### config.mk
export PLATFORM = sky130hd
export DESIGN_NAME = sec_alarm_resp
export DESIGN_NICKNAME = d
export VERILOG_FILES = /design/src/rtl/sec_alarm_pkg.sv /design/src/rtl/sec_alarm_classify.sv /design/src/rtl/sec_hold_timer.sv /design/src/rtl/sec_cause_latch.sv /design/src/rtl/sec_alarm_resp.sv
export SDC_FILE = /design/constraint.sdc
export NUM_CORES = 1
export LEC_CHECK = 0
export ABC_AREA = 1
export BUFFER_PORTS_ARGS = -buffer_cell sky130_fd_sc_hd__buf_2
export CORE_UTILIZATION = 45
export CTS_BUF_LIST = sky130_fd_sc_hd__clkbuf_16
export DETAILED_ROUTE_END_ITERATION = 10
export PLACE_DENSITY_LB_ADDON = 0.3
export SETUP_SLACK_MARGIN = 0.05
export SLEW_MARGIN = 20
export SYNTH_ARGS = -nofsm -noshare
export SYNTH_HDL_FRONTEND = slang
export SYNTH_SLANG_ARGS = --single-unit
export TNS_END_PERCENT = 100
### constraint.sdc
create_clock -name clk -period 1.1 [get_ports clk]
set_input_delay 0.22 -clock clk [delete_from_list [all_inputs] [get_ports clk]]
set_output_delay 0.22 -clock clk [all_outputs]
set_load 0.005 [all_outputs]
### src/rtl/sec_alarm_pkg.sv
package sec_alarm_pkg;
   localparam int unsigned SRC_N = 9;

   localparam int unsigned SRC_LIGHT  = 0;
   localparam int unsigned SRC_TEMP   = 1;
   localparam int unsigned SRC_GLITCH = 2;
   localparam int unsigned SRC_FREQ   = 3;
   localparam int unsigned SRC_LOWV   = 4;
   localparam int unsigned SRC_INSN   = 5;
   localparam int unsigned SRC_PAR    = 6;
   localparam int unsigned SRC_ECC    = 7;
   localparam int unsigned SRC_CMP    = 8;

   typedef logic [SRC_N-1:0] src_vec_t;

   // Sources whose reaction is a processor halt; all others reset the chip.
   localparam src_vec_t HALT_CLASS_DEF = src_vec_t'((1 << SRC_LOWV) | (1 << SRC_INSN));

   localparam int unsigned RST_HOLD_DEF  = 16;
   localparam int unsigned HALT_TAIL_DEF = 2;
endpackage

### src/rtl/sec_alarm_classify.sv
module sec_alarm_classify #(
   parameter int unsigned         NUM_SRC   = sec_alarm_pkg::SRC_N,
   parameter logic [NUM_SRC-1:0]  HALT_MASK = sec_alarm_pkg::HALT_CLASS_DEF
) (
   input  logic [NUM_SRC-1:0] alarm,
   output logic               halt_cause,
   output logic               rst_cause
);
   logic [NUM_SRC-1:0] halt_bits;
   logic [NUM_SRC-1:0] rst_bits;

   for (genvar i = 0; i < NUM_SRC; i++) begin : g_src
      if (HALT_MASK[i]) begin : g_halt
         assign halt_bits[i] = alarm[i];
         assign rst_bits[i]  = 1'b0;
      end else begin : g_rst
         assign halt_bits[i] = 1'b0;
         assign rst_bits[i]  = alarm[i];
      end
   end

   assign halt_cause = |halt_bits;
   assign rst_cause  = |rst_bits;
endmodule

### src/rtl/sec_hold_timer.sv
module sec_hold_timer #(
   parameter int unsigned CNT_MAX = 16
) (
   input  logic clk,
   input  logic rst_n,
   input  logic load,
   input  logic kill,
   output logic active
);
   if (CNT_MAX < 1) begin : g_bad
      $error("sec_hold_timer: CNT_MAX must be at least 1");
   end

   if (CNT_MAX == 1) begin : g_flop
      logic q;
      always_ff @(posedge clk or negedge rst_n) begin
         if (!rst_n)    q <= 1'b0;
         else if (kill) q <= 1'b0;
         else           q <= load;
      end
      assign active = q;
   end else begin : g_cnt
      localparam int unsigned CW = $clog2(CNT_MAX + 1);
      logic [CW-1:0] cnt_q;
      always_ff @(posedge clk or negedge rst_n) begin
         if (!rst_n)              cnt_q <= '0;
         else if (kill)           cnt_q <= '0;
         else if (load)           cnt_q <= CW'(CNT_MAX);
         else if (cnt_q != '0)    cnt_q <= cnt_q - CW'(1);
      end
      assign active = (cnt_q != '0);
   end
endmodule

### src/rtl/sec_cause_latch.sv
module sec_cause_latch #(
   parameter int unsigned NUM_SRC = sec_alarm_pkg::SRC_N
) (
   input  logic               clk,
   input  logic               rst_n,
   input  logic               clr,
   input  logic [NUM_SRC-1:0] set,
   output logic [NUM_SRC-1:0] flags
);
   for (genvar i = 0; i < NUM_SRC; i++) begin : g_bit
      logic f_q;
      always_ff @(posedge clk or negedge rst_n) begin
         if (!rst_n) f_q <= 1'b0;
         else        f_q <= (f_q & ~clr) | set[i];
      end
      assign flags[i] = f_q;
   end
endmodule

### src/rtl/sec_alarm_resp.sv
module sec_alarm_resp #(
   parameter int unsigned        NUM_SRC   = sec_alarm_pkg::SRC_N,
   parameter logic [NUM_SRC-1:0] HALT_MASK = sec_alarm_pkg::HALT_CLASS_DEF,
   parameter int unsigned        RST_HOLD  = sec_alarm_pkg::RST_HOLD_DEF,
   parameter int unsigned        HALT_TAIL = sec_alarm_pkg::HALT_TAIL_DEF
) (
   input  logic               clk,
   input  logic               por_n,
   input  logic [NUM_SRC-1:0] alarm_in,
   input  logic               cause_clr,
   output logic               halt_req,
   output logic               rst_req,
   output logic [NUM_SRC-1:0] cause_flags
);
   if (NUM_SRC < 2) begin : g_chk_src
      $error("sec_alarm_resp: NUM_SRC must be at least 2");
   end
   if (RST_HOLD < 16) begin : g_chk_hold
      $error("sec_alarm_resp: RST_HOLD below the minimum reset width of 16");
   end
   if (HALT_TAIL < 1) begin : g_chk_tail
      $error("sec_alarm_resp: HALT_TAIL must be at least 1");
   end
   if (&HALT_MASK) begin : g_chk_mask
      $error("sec_alarm_resp: at least one source must be reset-class");
   end

   logic halt_cause;
   logic rst_cause;
   logic halt_load;
   logic halt_kill;

   sec_alarm_classify #(
      .NUM_SRC   (NUM_SRC),
      .HALT_MASK (HALT_MASK)
   ) u_class (
      .alarm      (alarm_in),
      .halt_cause (halt_cause),
      .rst_cause  (rst_cause)
   );

   sec_hold_timer #(
      .CNT_MAX (RST_HOLD)
   ) u_rst_tmr (
      .clk    (clk),
      .rst_n  (por_n),
      .load   (rst_cause),
      .kill   (1'b0),
      .active (rst_req)
   );

   // Reset wins: a pending or active reset clears and blocks the halt.
   assign halt_kill = rst_cause | rst_req;
   assign halt_load = halt_cause & ~halt_kill;

   sec_hold_timer #(
      .CNT_MAX (HALT_TAIL)
   ) u_halt_tmr (
      .clk    (clk),
      .rst_n  (por_n),
      .load   (halt_load),
      .kill   (halt_kill),
      .active (halt_req)
   );

   sec_cause_latch #(
      .NUM_SRC (NUM_SRC)
   ) u_cause (
      .clk   (clk),
      .rst_n (por_n),
      .clr   (cause_clr),
      .set   (alarm_in),
      .flags (cause_flags)
   );
endmodule

Word-level counts from Yosys, hierarchy flattened
Cells that the tools add are included.

word-level totals
  logic and storage cells = 46
  input bits = 12
  bits in registers = 16
  output and inout bits = 11

cells by class
  add/sub/neg operators = 2
  mux-type cells = 5
  bitwise operators = 22
  reduce and logical (&&, ||, !) cells = 6

operator list
  operator                                           count
  bitwise AND 1 bit                                  10
  two-way mux 5 bit                                  2
  OR 1 bit                                           10
  OR reduction 7 bit                                 1
  two-way mux 2 bit                                  3
  nonzero test 5 bit                                 1
  subtractor 5 x 1 -> 5 bit (second input constant)  1
  nonzero test 2 bit                                 2
  nonzero test 3 bit                                 1
  NOT 1 bit                                          2
  OR reduction 2 bit                                 1
  subtractor 2 x 1 -> 2 bit (second input constant)  1

Longest topological paths before layout
  depth after elaboration = 6
  gate-level depth with buffers = 7

Hierarchy
From an unflattened synthesis, not the netlist that was laid out.

second synthesis, totals
  cells, all modules = 115
  area total of the unflattened synthesis = 859.6 sq um

by module, submodules not included
  module                        cells each  area an instance (sq um)  seq. area each (sq um)  times used
  sec_cause_latch               46          397.9                     225.2                   1
  sec_hold_timer at u_rst_tmr   34          265.3                     125.1                   1
  sec_hold_timer at u_halt_tmr  16          117.6                     50.0                    1
  sec_alarm_classify            13          51.3                      0.0                     1
  sec_alarm_resp                6           27.5                      0.0                     1

Least setup slack after synthesis
No wires, ideal clock.

  path kind = reg2reg
  start = register u_rst_tmr.g_cnt.cnt_q[0]
  end = register u_rst_tmr.g_cnt.cnt_q[2]
  data arrival time = 1.009 ns
  required time = 0.986 ns
  path slack = -0.023 ns
  cell stages (with the launch flop) = 8
  period minus slack after synthesis = 1.123 ns
  path buffers = 0
  cell sequence = dfrtp_1 -> inv_1 -> ha_1 -> nand3b_2 -> nand2_1 -> nand2_1 -> nand3_1 -> inv_1

RTL lines
  item                          line                  source
  start, declared               sec_hold_timer.sv:24  logic [CW-1:0] cnt_q;
  start signal, assigned        sec_hold_timer.sv:28  else if (load) cnt_q <= CW'(CNT_MAX);
  start signal, assigned        sec_hold_timer.sv:29  else if (cnt_q != '0) cnt_q <= cnt_q - CW'(1);
  nonzero test 5 bit            -
  via rst_req                   sec_alarm_resp.sv:12  output logic rst_req,
  nonzero test 2 bit (no line)  -

The timed path passes the listed nets, and every way through them passes these cells. The select of a mux whose other input is x is not followed.
A chain may end at the register's enable or synchronous reset.

Final worst setup path
  start = register u_rst_tmr.g_cnt.cnt_q[0]
  end = output port rst_req

on the way
  cells in the longest elaborated chain, start to end = 1

ends and longest elaborated chain
  item                line                  source
  nonzero test 5 bit  sec_hold_timer.sv:31  assign active = (cnt_q != '0);
  end, declared       sec_alarm_resp.sv:12

No other way between the ends.

==> metrics.md <==
| Metric | Value |
|---|---|
| Post-synth EDFFs | 0 |
| CP max stage cell | dfrtp_1 |
| Chip height | 45.3 um |
| Area of all placed cells without fillers | 0.00110 mm^2 |
| Most frequent cells in the layout | buf_2, inv_1, dfrtp_1, nand2_1, buf_4 |
| Worst-Skew Late Latency | 0.24 ns |
| FF/Latch Area | 400 um^2 |
| Crit path kind | reg2out |
| Fillers | 159 |
| Area of the multi-input gates | 325 um^2 |
| Unrepaired setup endpoints after global routing | true |
| Worst Path Arrival | 1.05 ns |
| Pwr dens | 1320 mW/mm^2 |
| Via count | 641 |
| Die ar. | 0.00205 mm^2 |
| HPWL Detailed | 1090 um |
| Buf+Inv Stages, Crit Path | 2 |
| Pleak | 0.607 nW |
| Worst setup margin | -0.172 ns |
| Yosys cell types | 21 |
| Part of the cycle the worst path needs | 1.16 |
| WHS Endpoint | u_cause.g_bit[7].f_q$_DFF_PN0_ |
| Most common cell after layout, fill and taps aside | buf_2 |
| Setup_tns | -0.721 ns |
| Slew HR | 0.758 |
| Routed WL | 1540 um |
| Reg2reg end | u_rst_tmr.g_cnt.cnt_q[0]$_DFFE_PN0N_ |
| Measured slew at the worst slew-check pin | 0.363 ns |
| Die span in x | 45.3 um |
| Post-DR vias/cell | 4.51 |
| Failing checks | negative setup slack |
| CP max stage delay | 0.38 ns |
| Worst R2R Start | u_rst_tmr.g_cnt.cnt_q[0]$_DFFE_PN0N_ |
| Setup crit start kind | register |
| Area post-placement | 947 um^2 |
| Synthesized Nets | 107 |
| Ys async rst share | 1.00 |
| Clock buffer depth | 2 |
| Clock Skews | 0.000536 ns |
| Initial antenna violation count | 0 |
| Max VDD drop | 1110 uV |
| Vias in the first global route | 645 |
| Period minus WS final | 1.27 ns |
| First-pass GRT wire length | 2640 um |
| Worst setup EP type | primary output |
| DRT antenna net count | 0 |
| Pre-antenna DRT Iters | 4 |
| TritonCTS Buffers | 3 |
| Maximum fanout along the worst path | 2 |
| Reg2Reg Setup Slack | -0.11 ns |
| Status | finished with violations |
| Post-synthesis sequential area ratio | 0.475 |
| Synthesized area per cell | 9.05 um^2 |
| Worst Reg2Reg Path Length in Cells | 7 |
| Total chip power | 1.44 mW |
| Hold_sp | alarm_in[7] |
| H-tree Lvls | 1 |
| DRC | 0 |
| CTS tree | built |
| CTS Root Cell | clkbuf_16 |
| Gp weighted congestion | 0.684 |
| Clock transition at path regs | 0.05 ns |
| Synth Flop Type | dfrtp_1 |
| Mapped Area | 842 um^2 |
| Core area | 0.00175 mm^2 |
| Buffers on Ports | 22 |
| Number of diodes | 0 |
| Required @ worst endpoint | 0.88 ns |
| GR Util All Layers | 0.183 |
| Hold crit path type | in2reg |
| Crit-path leading delay family | flip-flops |
| Layout Utilization | 0.628 |
| Largest net degree at the start of global routing | 17 |
| Area grow syn2layout | 30.2% |
| Final net count | 132 |
| Flops & latches, synth | 16 |
| Synth warn | 0 |
| Hold Fails Final Rpt | 0 |
| Detailed Route Iter0 Violations | 5 |
| Maxcap violations | 0 |
| I/O Pins | 23 |
| Fmax | 786 MHz |
| GRT overflow | 0 |
| Crit-path cells | inv_2, ha_4, nand3b_4, buf_6 |
| # clock sinks | 16 |
| Fin. max-slew vios | 0 |
| Post-Syn Instances | 93 |
| Layout cells sized above 1 | 0.410 |
| DP Worst Slack | -0.000220 ns |
| Initial core utilization | 0.482 |
| WHS Path Cells | 2 |
| Detailed-route wire length per cell | 10.8 um |
| Core Rows | 15 |
| Final setup vio count | 7 |
[cell type report]
class	instances	share of cell area
clock buffers	3	0.0685
clock inverters	1	0.00342
inverters	20	0.0685
multi-input cells	47	0.297
flip-flops and latches	16	0.365
well taps	25	0.0285
repair buffers	30	0.169
[worst reg2reg max path, stage by stage (launching register included)]
cell     delay, ns
dfrtp_1       0.38
inv_2         0.08
ha_4          0.14
buf_4         0.12
nand2_2       0.07
nor2_4        0.14
nand2_2       0.08
o21ai_2       0.12
[how the worst max path moves through the flow]
| stage | startpoint | slack [ns] | depth (start not counted) | end |
|---|---|---|---|---|
| 6_report | u_rst_tmr.g_cnt.cnt_q[0]$_DFFE_PN0N_ | -0.17 | 4 | rst_req |
| 3_5_place_dp | u_rst_tmr.g_cnt.cnt_q[1]$_DFFE_PN0N_ | -0.0002 | 4 | rst_req |
| 4_1_cts | u_rst_tmr.g_cnt.cnt_q[0]$_DFFE_PN0N_ | -0.18 | 4 | rst_req |
| 2_1_floorplan | u_rst_tmr.g_cnt.cnt_q[1]$_DFFE_PN0N_ | 0.07 | 7 | u_rst_tmr.g_cnt.cnt_q[2]$_DFFE_PN0N_ |
| 5_1_grt | u_rst_tmr.g_cnt.cnt_q[0]$_DFFE_PN0N_ | -0.20 | 4 | rst_req |
| 3_3_place_gp | u_rst_tmr.g_cnt.cnt_q[1]$_DFFE_PN0N_ | 0.03 | 4 | rst_req |
[through the flow]
stage,hold slack (ns),cells
CTS,0.189,142
global placement,0.150,133
detailed placement,0.154,133
finish,0.188,142
floorplan,-0.0756,93
global route,0.198,142
[power breakdown]
group          total (mW)  switching (mW)  internal, mW  leakage (nW)
combinational       0.118          0.0638        0.0539         0.379
sequential          0.624          0.0112         0.613         0.189
clock               0.701           0.220         0.482        0.0385
total                1.44           0.295          1.15         0.607
[sequential cells by signal, summed over array words and instances, names as in the netlist]
| register | count |
|---|---|
| u_cause.g_bit.f_q | 9 |
| u_halt_tmr.g_cnt.cnt_q | 2 |
| u_rst_tmr.g_cnt.cnt_q | 5 |
[cells by family (layout without fill, tap and decap cells)]
group                    count (synthesis)  in the layout  synth area share
AND/OR/NAND/NOR                         33             33             0.229
buffers and inverters                   30             54             0.174
flip-flops                              16             16             0.475
AO/OA/AOI/OAI                           12             12            0.0921
adder cells (fa/ha/maj)                  2              2            0.0297
[synth_stat cells, types with 2 or more instances]
master | count | area share
nand4_1 | 4 | 0.030
nand2_1 | 11 | 0.049
o21ai_1 | 2 | 0.012
o21ai_0 | 3 | 0.018
o21bai_1 | 6 | 0.053
nand2_2 | 3 | 0.022
nand3_1 | 4 | 0.024
buf_4 | 9 | 0.080
ha_1 | 2 | 0.030
inv_1 | 19 | 0.085
dfrtp_1 | 16 | 0.48
nor2_1 | 4 | 0.018
nor2_4 | 2 | 0.027
[what timing repair did]
action | in CTS | in global routing
buffers inserted | 4 | 0
hold buffers | 1 | 0
gates resized for setup | 4 | 3
pin swaps | 4 | 4
endpoints found under the hold margin | 16 | 0
setup endpoints to repair | 7 | 9
[metal layers]
layer | wire, um | track usage
met1 | 677 | 0.218
met2 | 784 | 0.322
met3 | 59 | 0.0360
met4 | 15 | 0.0727
met5 | 0 | 0
Note: power is estimated with default switching activity, not from simulation.
